## src/rtl/clk_pwr_pkg.sv

```systemverilog
package clk_pwr_pkg;
  localparam int unsigned DIV_MED  = 256;
  localparam int unsigned DIV_SLOW = 1024;
  localparam int unsigned CNT_W    = $clog2(DIV_SLOW);
  localparam int unsigned RATIO_W  = 3;
  localparam logic [RATIO_W-1:0] RATIO_MAX = 3'd5;

  typedef enum logic [1:0] {
    MODE_RUN  = 2'd0,
    MODE_IDLE = 2'd1,
    MODE_STOP = 2'd2
  } pwr_mode_e;

  function automatic logic [CNT_W-1:0] reload_of(input logic [RATIO_W-1:0] code);
    logic [CNT_W-1:0] v;
    case (code)
      3'd0:    v = CNT_W'(0);
      3'd1:    v = CNT_W'(1);
      3'd2:    v = CNT_W'(3);
      3'd3:    v = CNT_W'(7);
      3'd4:    v = CNT_W'(DIV_MED - 1);
      default: v = CNT_W'(DIV_SLOW - 1);
    endcase
    return v;
  endfunction
endpackage

```

## src/rtl/clk_pwr_wake.sv

```systemverilog
module clk_pwr_wake #(
  parameter int unsigned EXT_W       = 4,
  parameter int unsigned SYNC_STAGES = 2
) (
  input  logic             clk_i,
  input  logic             rst_ni,
  input  logic [EXT_W-1:0] ext_irq_i,
  output logic             ext_wake_o
);
  generate
    if (SYNC_STAGES == 0) begin : g_direct
      assign ext_wake_o = |ext_irq_i;
    end else begin : g_sync
      logic [SYNC_STAGES-1:0][EXT_W-1:0] sync_q;
      always_ff @(posedge clk_i or negedge rst_ni) begin
        if (!rst_ni) begin
          sync_q <= '0;
        end else begin
          sync_q[0] <= ext_irq_i;
          for (int i = 1; i < SYNC_STAGES; i++) sync_q[i] <= sync_q[i-1];
        end
      end
      assign ext_wake_o = |sync_q[SYNC_STAGES-1];
    end
  endgenerate
endmodule

```

## src/rtl/clk_pwr_div.sv

```systemverilog
module clk_pwr_div
  import clk_pwr_pkg::*;
(
  input  logic               clk_i,
  input  logic               rst_ni,
  input  logic [RATIO_W-1:0] ratio_i,
  input  logic               run_i,
  output logic               tick_o
);
  logic [CNT_W-1:0] cnt_q;
  logic             at_zero;

  assign at_zero = (cnt_q == '0);
  assign tick_o  = run_i && at_zero;

  // reload only at a boundary: a new ratio never cuts an interval short
  always_ff @(posedge clk_i or negedge rst_ni) begin
    if (!rst_ni)       cnt_q <= '0;
    else if (run_i) begin
      if (at_zero)     cnt_q <= reload_of(ratio_i);
      else             cnt_q <= cnt_q - 1'b1;
    end
  end
endmodule

```

## src/rtl/clk_pwr_mode.sv

```systemverilog
module clk_pwr_mode
  import clk_pwr_pkg::*;
(
  input  logic               clk_i,
  input  logic               rst_ni,
  input  logic               we_i,
  input  logic [RATIO_W-1:0] cfg_ratio_i,
  input  logic [1:0]         cfg_mode_i,
  input  logic               irq_pend_i,
  input  logic               ext_wake_i,
  output pwr_mode_e          mode_o,
  output logic [RATIO_W-1:0] ratio_o
);
  pwr_mode_e          mode_q, mode_d;
  logic [RATIO_W-1:0] ratio_q, ratio_d;

  always_comb begin
    mode_d  = mode_q;
    ratio_d = ratio_q;
    case (mode_q)
      MODE_RUN: begin
        if (we_i) begin
          if (cfg_ratio_i <= RATIO_MAX) ratio_d = cfg_ratio_i;
          case (cfg_mode_i)
            2'd1:    mode_d = MODE_IDLE;
            2'd2:    mode_d = MODE_STOP;
            default: mode_d = MODE_RUN;
          endcase
        end
      end
      MODE_IDLE: if (irq_pend_i || ext_wake_i) mode_d = MODE_RUN;
      MODE_STOP: if (ext_wake_i) mode_d = MODE_RUN;
      default:   mode_d = MODE_RUN;
    endcase
  end

  always_ff @(posedge clk_i or negedge rst_ni) begin
    if (!rst_ni) begin
      mode_q  <= MODE_RUN;
      ratio_q <= '0;
    end else begin
      mode_q  <= mode_d;
      ratio_q <= ratio_d;
    end
  end

  assign mode_o  = mode_q;
  assign ratio_o = ratio_q;
endmodule

```

## src/rtl/clk_pwr_ctrl.sv

```systemverilog
module clk_pwr_ctrl
  import clk_pwr_pkg::*;
#(
  parameter int unsigned EXT_W       = 4,
  parameter int unsigned SYNC_STAGES = 2
) (
  input  logic             clk_i,
  input  logic             rst_ni,
  input  logic             cfg_we_i,
  input  logic [2:0]       cfg_ratio_i,
  input  logic [1:0]       cfg_mode_i,
  input  logic             irq_pend_i,
  input  logic [EXT_W-1:0] ext_irq_i,
  output logic             core_en_o,
  output logic             periph_en_o,
  output logic             pc_hold_o,
  output logic [1:0]       mode_o,
  output logic [2:0]       ratio_o
);
  pwr_mode_e          mode;
  logic [RATIO_W-1:0] ratio;
  logic               ext_wake;
  logic               tick;

  clk_pwr_wake #(.EXT_W(EXT_W), .SYNC_STAGES(SYNC_STAGES)) wake_i (
    .clk_i      (clk_i),
    .rst_ni     (rst_ni),
    .ext_irq_i  (ext_irq_i),
    .ext_wake_o (ext_wake)
  );

  clk_pwr_mode mode_i (
    .clk_i       (clk_i),
    .rst_ni      (rst_ni),
    .we_i        (cfg_we_i),
    .cfg_ratio_i (cfg_ratio_i),
    .cfg_mode_i  (cfg_mode_i),
    .irq_pend_i  (irq_pend_i),
    .ext_wake_i  (ext_wake),
    .mode_o      (mode),
    .ratio_o     (ratio)
  );

  clk_pwr_div div_i (
    .clk_i   (clk_i),
    .rst_ni  (rst_ni),
    .ratio_i (ratio),
    .run_i   (mode != MODE_STOP),
    .tick_o  (tick)
  );

  assign periph_en_o = tick;
  assign core_en_o   = tick && (mode == MODE_RUN);
  assign pc_hold_o   = (mode != MODE_RUN);
  assign mode_o      = mode;
  assign ratio_o     = ratio;
endmodule

```

## config.mk

```make
export PLATFORM = sky130hd
export DESIGN_NAME = clk_pwr_ctrl
export DESIGN_NICKNAME = d
export VERILOG_FILES = /design/src/rtl/clk_pwr_pkg.sv /design/src/rtl/clk_pwr_wake.sv /design/src/rtl/clk_pwr_div.sv /design/src/rtl/clk_pwr_mode.sv /design/src/rtl/clk_pwr_ctrl.sv
export SDC_FILE = /design/constraint.sdc
export NUM_CORES = 1
export LEC_CHECK = 0
export CAP_MARGIN = 20
export CORE_ASPECT_RATIO = 1.2
export CORE_MARGIN = 2
export CORE_UTILIZATION = 45
export DETAILED_ROUTE_END_ITERATION = 6
export PLACE_DENSITY = 0.83
export SLEW_MARGIN = 10
export SYNTH_ARGS = -nofsm -noshare
export SYNTH_HDL_FRONTEND = slang
export SYNTH_SLANG_ARGS = --single-unit
```

## constraint.sdc

```tcl
create_clock -name clk_i -period 1.87 [get_ports clk_i]
set_clock_uncertainty 0.1 [all_clocks]
set_input_delay 0.374 -clock clk_i [delete_from_list [all_inputs] [get_ports clk_i]]
set_output_delay 0.374 -clock clk_i [all_outputs]
set_load 0.02 [all_outputs]
```

== Yosys cells after proc, flatten, opt, wreduce, memory -nomap -nowiden ==
Index checks and enable logic that the tools add are counted.
Word-level totals
  output and inout port bits: 8
  logic and storage cells: 36
  input bits: 13
  bits in registers: 23
Cells by class
  $lt $le $gt $ge: 1
  equality and inequality tests: 12
  reduce and logical (&&, ||, !) cells: 10
  add/sub/neg operators: 1
  mux-type cells: 7
Operator list (number)
  10-bit case mux with 5 select lines: 1
  10-bit zero test: 1
  10-bit 2-to-1 mux: 1
  10-bit by 1-bit subtractor with 10-bit output, second input constant: 1
  3-bit by 2-bit == test with 1-bit output, second input constant: 2
  2-bit 2-to-1 mux: 3
  2-bit case mux with 3 select lines: 1
  3-bit AND reduction: 2
  2-bit by 1-bit == test with 1-bit output, second input constant: 2
  2-bit == test, second input constant: 2
  2-bit by 1-bit inequality test with 1-bit output, second input constant: 2
  2-bit inequality test, second input constant: 2
  2-bit case mux with 2 select lines: 1
  4-bit OR reduction: 1
  3-bit by 1-bit == test with 1-bit output, second input constant: 1
  3-bit == test, second input constant: 1
  3-bit less-or-equal comparator, second input constant: 1
  3-bit zero test: 1
  1-bit logical AND: 2
  2-bit zero test: 1
  2-bit nonzero test: 1
  1-bit logical OR: 1

== Longest topological paths before layout ==
  depth after elaboration: 4
  gate-level depth with buffers: 5

== By module ==
Synthesis repeated with hierarchy kept, for this count alone.
Second synthesis, totals
  cell total of the unflattened synthesis: 101
  area, all modules: 1107.3 um^2
Modules (own cells, without submodules)
  clk_pwr_div: area each 653.1 um^2, cells each 70, sequential area each 250.2 um^2, times used 1
  clk_pwr_mode: area each 226.5 um^2, cells each 19, sequential area each 125.1 um^2, times used 1
  clk_pwr_wake: area each 207.7 um^2, cells each 9, sequential area each 200.2 um^2, times used 1
  clk_pwr_ctrl: area each 20.0 um^2, cells each 3, sequential area each 0.0 um^2, times used 1

== Worst setup path before layout ==
OpenSTA, ideal clock, no wires.
  kind: reg2out
  start: reg div_i.cnt_q[6]
  end: out core_en_o
  path slack: -32 ps
  arrival time: 1428 ps
  path buffers: 0
  stages on the path, launching flop included: 4
  required time: 1396 ps
  cells stage by stage: dfrtp_1 -> nor4_1 -> nand3_1 -> nor2_1
On the way
  cells in the longest elaborated chain, start to end: 3
RTL lines
  from (decl): line clk_pwr_div.sv:10  | logic [CNT_W-1:0] cnt_q;
  from (signal assigned): line clk_pwr_div.sv:20  | if (at_zero) cnt_q <= reload_of(ratio_i);
  from (signal assigned): line clk_pwr_div.sv:21  | else cnt_q <= cnt_q - 1'b1;
  10-bit zero test: line clk_pwr_div.sv:13  | assign at_zero = (cnt_q == '0);
  1-bit logical AND: line clk_pwr_div.sv:14  | assign tick_o = run_i && at_zero;
  1-bit logical AND: line clk_pwr_ctrl.sv:53  | assign core_en_o = tick && (mode == MODE_RUN);
  to (decl): line clk_pwr_ctrl.sv:14  | output logic core_en_o,
No other way between the ends.

== Worst setup path in the final report ==
  start: reg div_i.cnt_q[0]
  end: out periph_en_o
On the way
  cells in the longest elaborated chain, start to end: 2
RTL lines
  10-bit zero test: line clk_pwr_div.sv:13
  1-bit logical AND: line clk_pwr_div.sv:14
  to (decl): line clk_pwr_ctrl.sv:15  | output logic periph_en_o,
No other way between the ends.

==> summary.txt <==
Status
  – Status: complete, but fails checks
  – Failing checks: setup timing

Synth
  – Share of Yosys cell area claimed by the top area cell type: 0.529
  – Number of synthesized flops with an enable pin: 0
  – Top_reg_cell synth: dfrtp_1
  – Warnings from Yosys: 0
  – Top cells by area, synth: dfrtp_1 (53%), o31ai_1 (3.5%), mux2_2 (3.1%)
  – Mapped Cells: 100
  – Mean Syn Cell Area: 10.9 um2
  – Yosys cell types: 38
  – Async S/R FF share, synth: 1.00
  – Area leader, netlist: dfrtp_1
  – Mapped Nets: 114
  – FF+latch count, synth: 23
  – Sequential-to-total area share from yosys stat: 0.529
  – Netlist area before placement: 1090 um2

STA
  – Final min period: 2040 ps
  – F_max: 0.490 GHz
  – Hold Vio Cnt, Final: 0
  – Max_slew headroom: 0.724
  – Worst-margin pin slew: 409 ps
  – PnR worst setup slack: -173 ps
  – Final TNS setup: -886 ps
  – Endpoints failing setup: 10
  – Unrepaired setup endpoints after global routing: yes
  – Fin crit share: 1.09
  – Max-slew violations: 0

Floorplanning
  – Die H: 57.8 um
  – Die area: 2830 um2
  – IO Pins: 21
  – Area of the core: 2280 um2
  – Die Wd: 48.9 um
  – Std cell rows: 19
  – Initial cell density of the core: 0.476

Final layout
  – Syn-to-layout area delta: 57.3%
  – # diodes: 0
  – Final cell count without fillers: 183
  – Final net count: 167
  – Commonest non-fill, non-tap cell in the layout: buf_4
  – Layout cell share with drive strength beyond 1: 0.408
  – Design area: 1710 um2
  – Multi-input combinational cell area: 594 um2
  – Fill cell count: 171
  – Seq. cell area: 577 um2
  – Most frequent cells in the layout: buf_4 (27), dfrtp_1 (22), clkdlybuf4s50_1 (12)

Route
  – Iteration-0 DRC count of the detailed router: 13
  – Via Count: 1,042
  – Final wirelength: 3030 um
  – Routed WL per cell: 16.6 um
  – Detail Route Antenna Nets: 0
  – Vias per cell: 5.69
  – DRC: 0
  – Drt pass-1 iters: 4

Clock network
  – Clk slew on worst S/H paths: 130 ps
  – Clk sink count: 23
  – H-tree Lvls: 1
  – Cts bufs inserted: 3
  – Max Root-Sink Buffers: 2
  – CTS Hold Bufs: 0
  – Root Driver: clkbuf_4
  – CTS tree: done
  – Skew-Pair Late Insertion Delay: 320 ps

Power and ir drop
  – Switching Fraction: 0.376
  – Clock group share of total power: 0.099
  – LEAKAGE: 0.761 nW
  – Maximum vdd ir drop: 0.000909 V
  – NetSw: 0.000883 W
  – Reg power frac: 0.320
  – Combinational group share of total power: 0.580
  – Internal cell power: 0.00147 W
  – PwrDens: 1370 nW/um2

GRT
  – Total GRT Usage: 0.219
  – Grt ovf: 0
  – Largest net degree at the start of global routing: 24
  – Initial antenna violation count: 0
  – Vias in the first global route: 1,069
  – Global-route wire length before repair: 4690 um

Hold path
  – Hold depth: 0
  – Hold path start: wake_i.g_sync.sync_q[1]
  – Worst Hold Class: flop to flop
  – End of the worst hold path: wake_i.g_sync.sync_q[5]

Placement
  – DP Cell Count: 171
  – Placed cell area: 1500 um2
  – PortBufs: 20
  – DP HPWL: 1970 um
  – GPL Wtd Cong: 0.833

Setup path
  – Setup CP Type: flop to primary output
  – Worst Path Arrival: 1570 ps
  – Crit Path Max Fanout: 2
  – Worst R2R Path Depth: 5
  – CP Launch Type: flop
  – R2r setup slk: -120 ps
  – Worst R2R Start: div_i.cnt_q[4]
  – Worst Path Required: 1400 ps
  – CP Capture Type: primary output
  – Reg-to-Reg End: div_i.cnt_q[8]

Run
  – MaxCap Viol Count: 0
power by group through the flow:
stage / Sequential [W] / Clock (W) / Combinational (W)
final: 0.000753 / 0.000234 / 0.00136
after global routing: 0.000771 / 0.000262 / 0.00145
after CTS: 0.000737 / 0.000234 / 0.00119
after detailed placement: 0.000731 / 0 / 0.000974
after global placement: 0.000717 / 0 / 0.000925
after floorplan: 0.000756 / 0 / 0.000448
area by class of cell:
cell class / instances / share of cell area
clock buffers: 3 / 0.0132
clock inverters: 1 / 0.00293
inverters: 4 / 0.00878
multi-input cells: 69 / 0.347
flip-flops and latches: 23 / 0.337
well taps: 31 / 0.0227
repair buffers: 52 / 0.268
synth_stat cells, types with 2 or more instances:
master and instances:
or2_2 2, or3_1 3, nand4_1 2, nand2_1 3, nand2b_1 4, or4_1 4, or3b_2 2, nor2_1 8
o211ai_1 2, o22a_1 2, o311ai_0 2, mux2_2 3, o21ai_0 2, o31ai_1 5, a21oi_1 3, o41ai_1 2
clkbuf_1 2, nor4_1 3, dfrtp_1 23, nand3_1 2, inv_1 4
worst max path at each step:
stage,from,end,slack (ps),depth (start not counted)
after floorplan,div_i.cnt_q[0],div_i.cnt_q[3],8,5
after global placement,div_i.cnt_q[0],periph_en_o,-280,6
after detailed placement,div_i.cnt_q[0],periph_en_o,-330,6
after CTS,div_i.cnt_q[6],periph_en_o,-140,4
after global routing,div_i.cnt_q[1],periph_en_o,-260,6
final,div_i.cnt_q[0],periph_en_o,-170,6
cell families (layout without fill, tap and decap cells):
| family | Yosys count | in the layout | synth area share |
|---|---|---|---|
| buffers and inverters | 8 | 60 | 0.0288 |
| AOI/OAI and AO/OA | 26 | 26 | 0.185 |
| and+or+nand+nor | 39 | 39 | 0.214 |
| muxes | 3 | 3 | 0.0311 |
| adders and majority gates | 1 | 1 | 0.0115 |
| DFF | 23 | 23 | 0.529 |
flip-flops by register name (all words and copies together) (netlist names):
name / count
wake_i.g_sync.sync_q: 8
mode_i.mode_o: 2
div_i.cnt_q: 10
mode_i.ratio_o: 3
through the flow:
stage / power (W) / setup slack (ps) / util / hold slack (ps)
global route: 0.00248 / -263 / 0.749 / 275
finish: 0.00235 / -173 / 0.749 / 266
CTS: 0.00216 / -141 / 0.717 / 268
detailed placement: 0.00170 / -326 / 0.656 / 240
global placement: 0.00164 / -276 / 0.656 / 236
floorplan: 0.00120 / 8.32 / - / -21.6
routing by layer:
| layer | global-route usage | vias up | part of all wire | routed length (um) |
|---|---|---|---|---|
| met1 | 0.245 | 518 | 0.38 | 1140 |
| li1 | - | 488 | - | - |
| met3 | 0.0206 | 8 | 0.027 | 83 |
| met5 | 0 | - | 0 | 0 |
| met4 | 0.0898 | 0 | 0.018 | 56 |
| met2 | 0.427 | 28 | 0.58 | 1750 |
critical path, cell delays in order (launching register included):
cell,delay [ps]
dfrtp_1,390
inv_1,80
ha_2,170
nor3b_4,200
nand3_2,120
nor2_2,150
buf_6,130
timing repair:
action / CTS / global route
gates resized for setup: 35 / 11
pin swaps: 8 / 7
setup endpoints to repair: 15 / 11
setup buffers: 5 / 4
No activity file was read; power rests on OpenSTA's default activity.
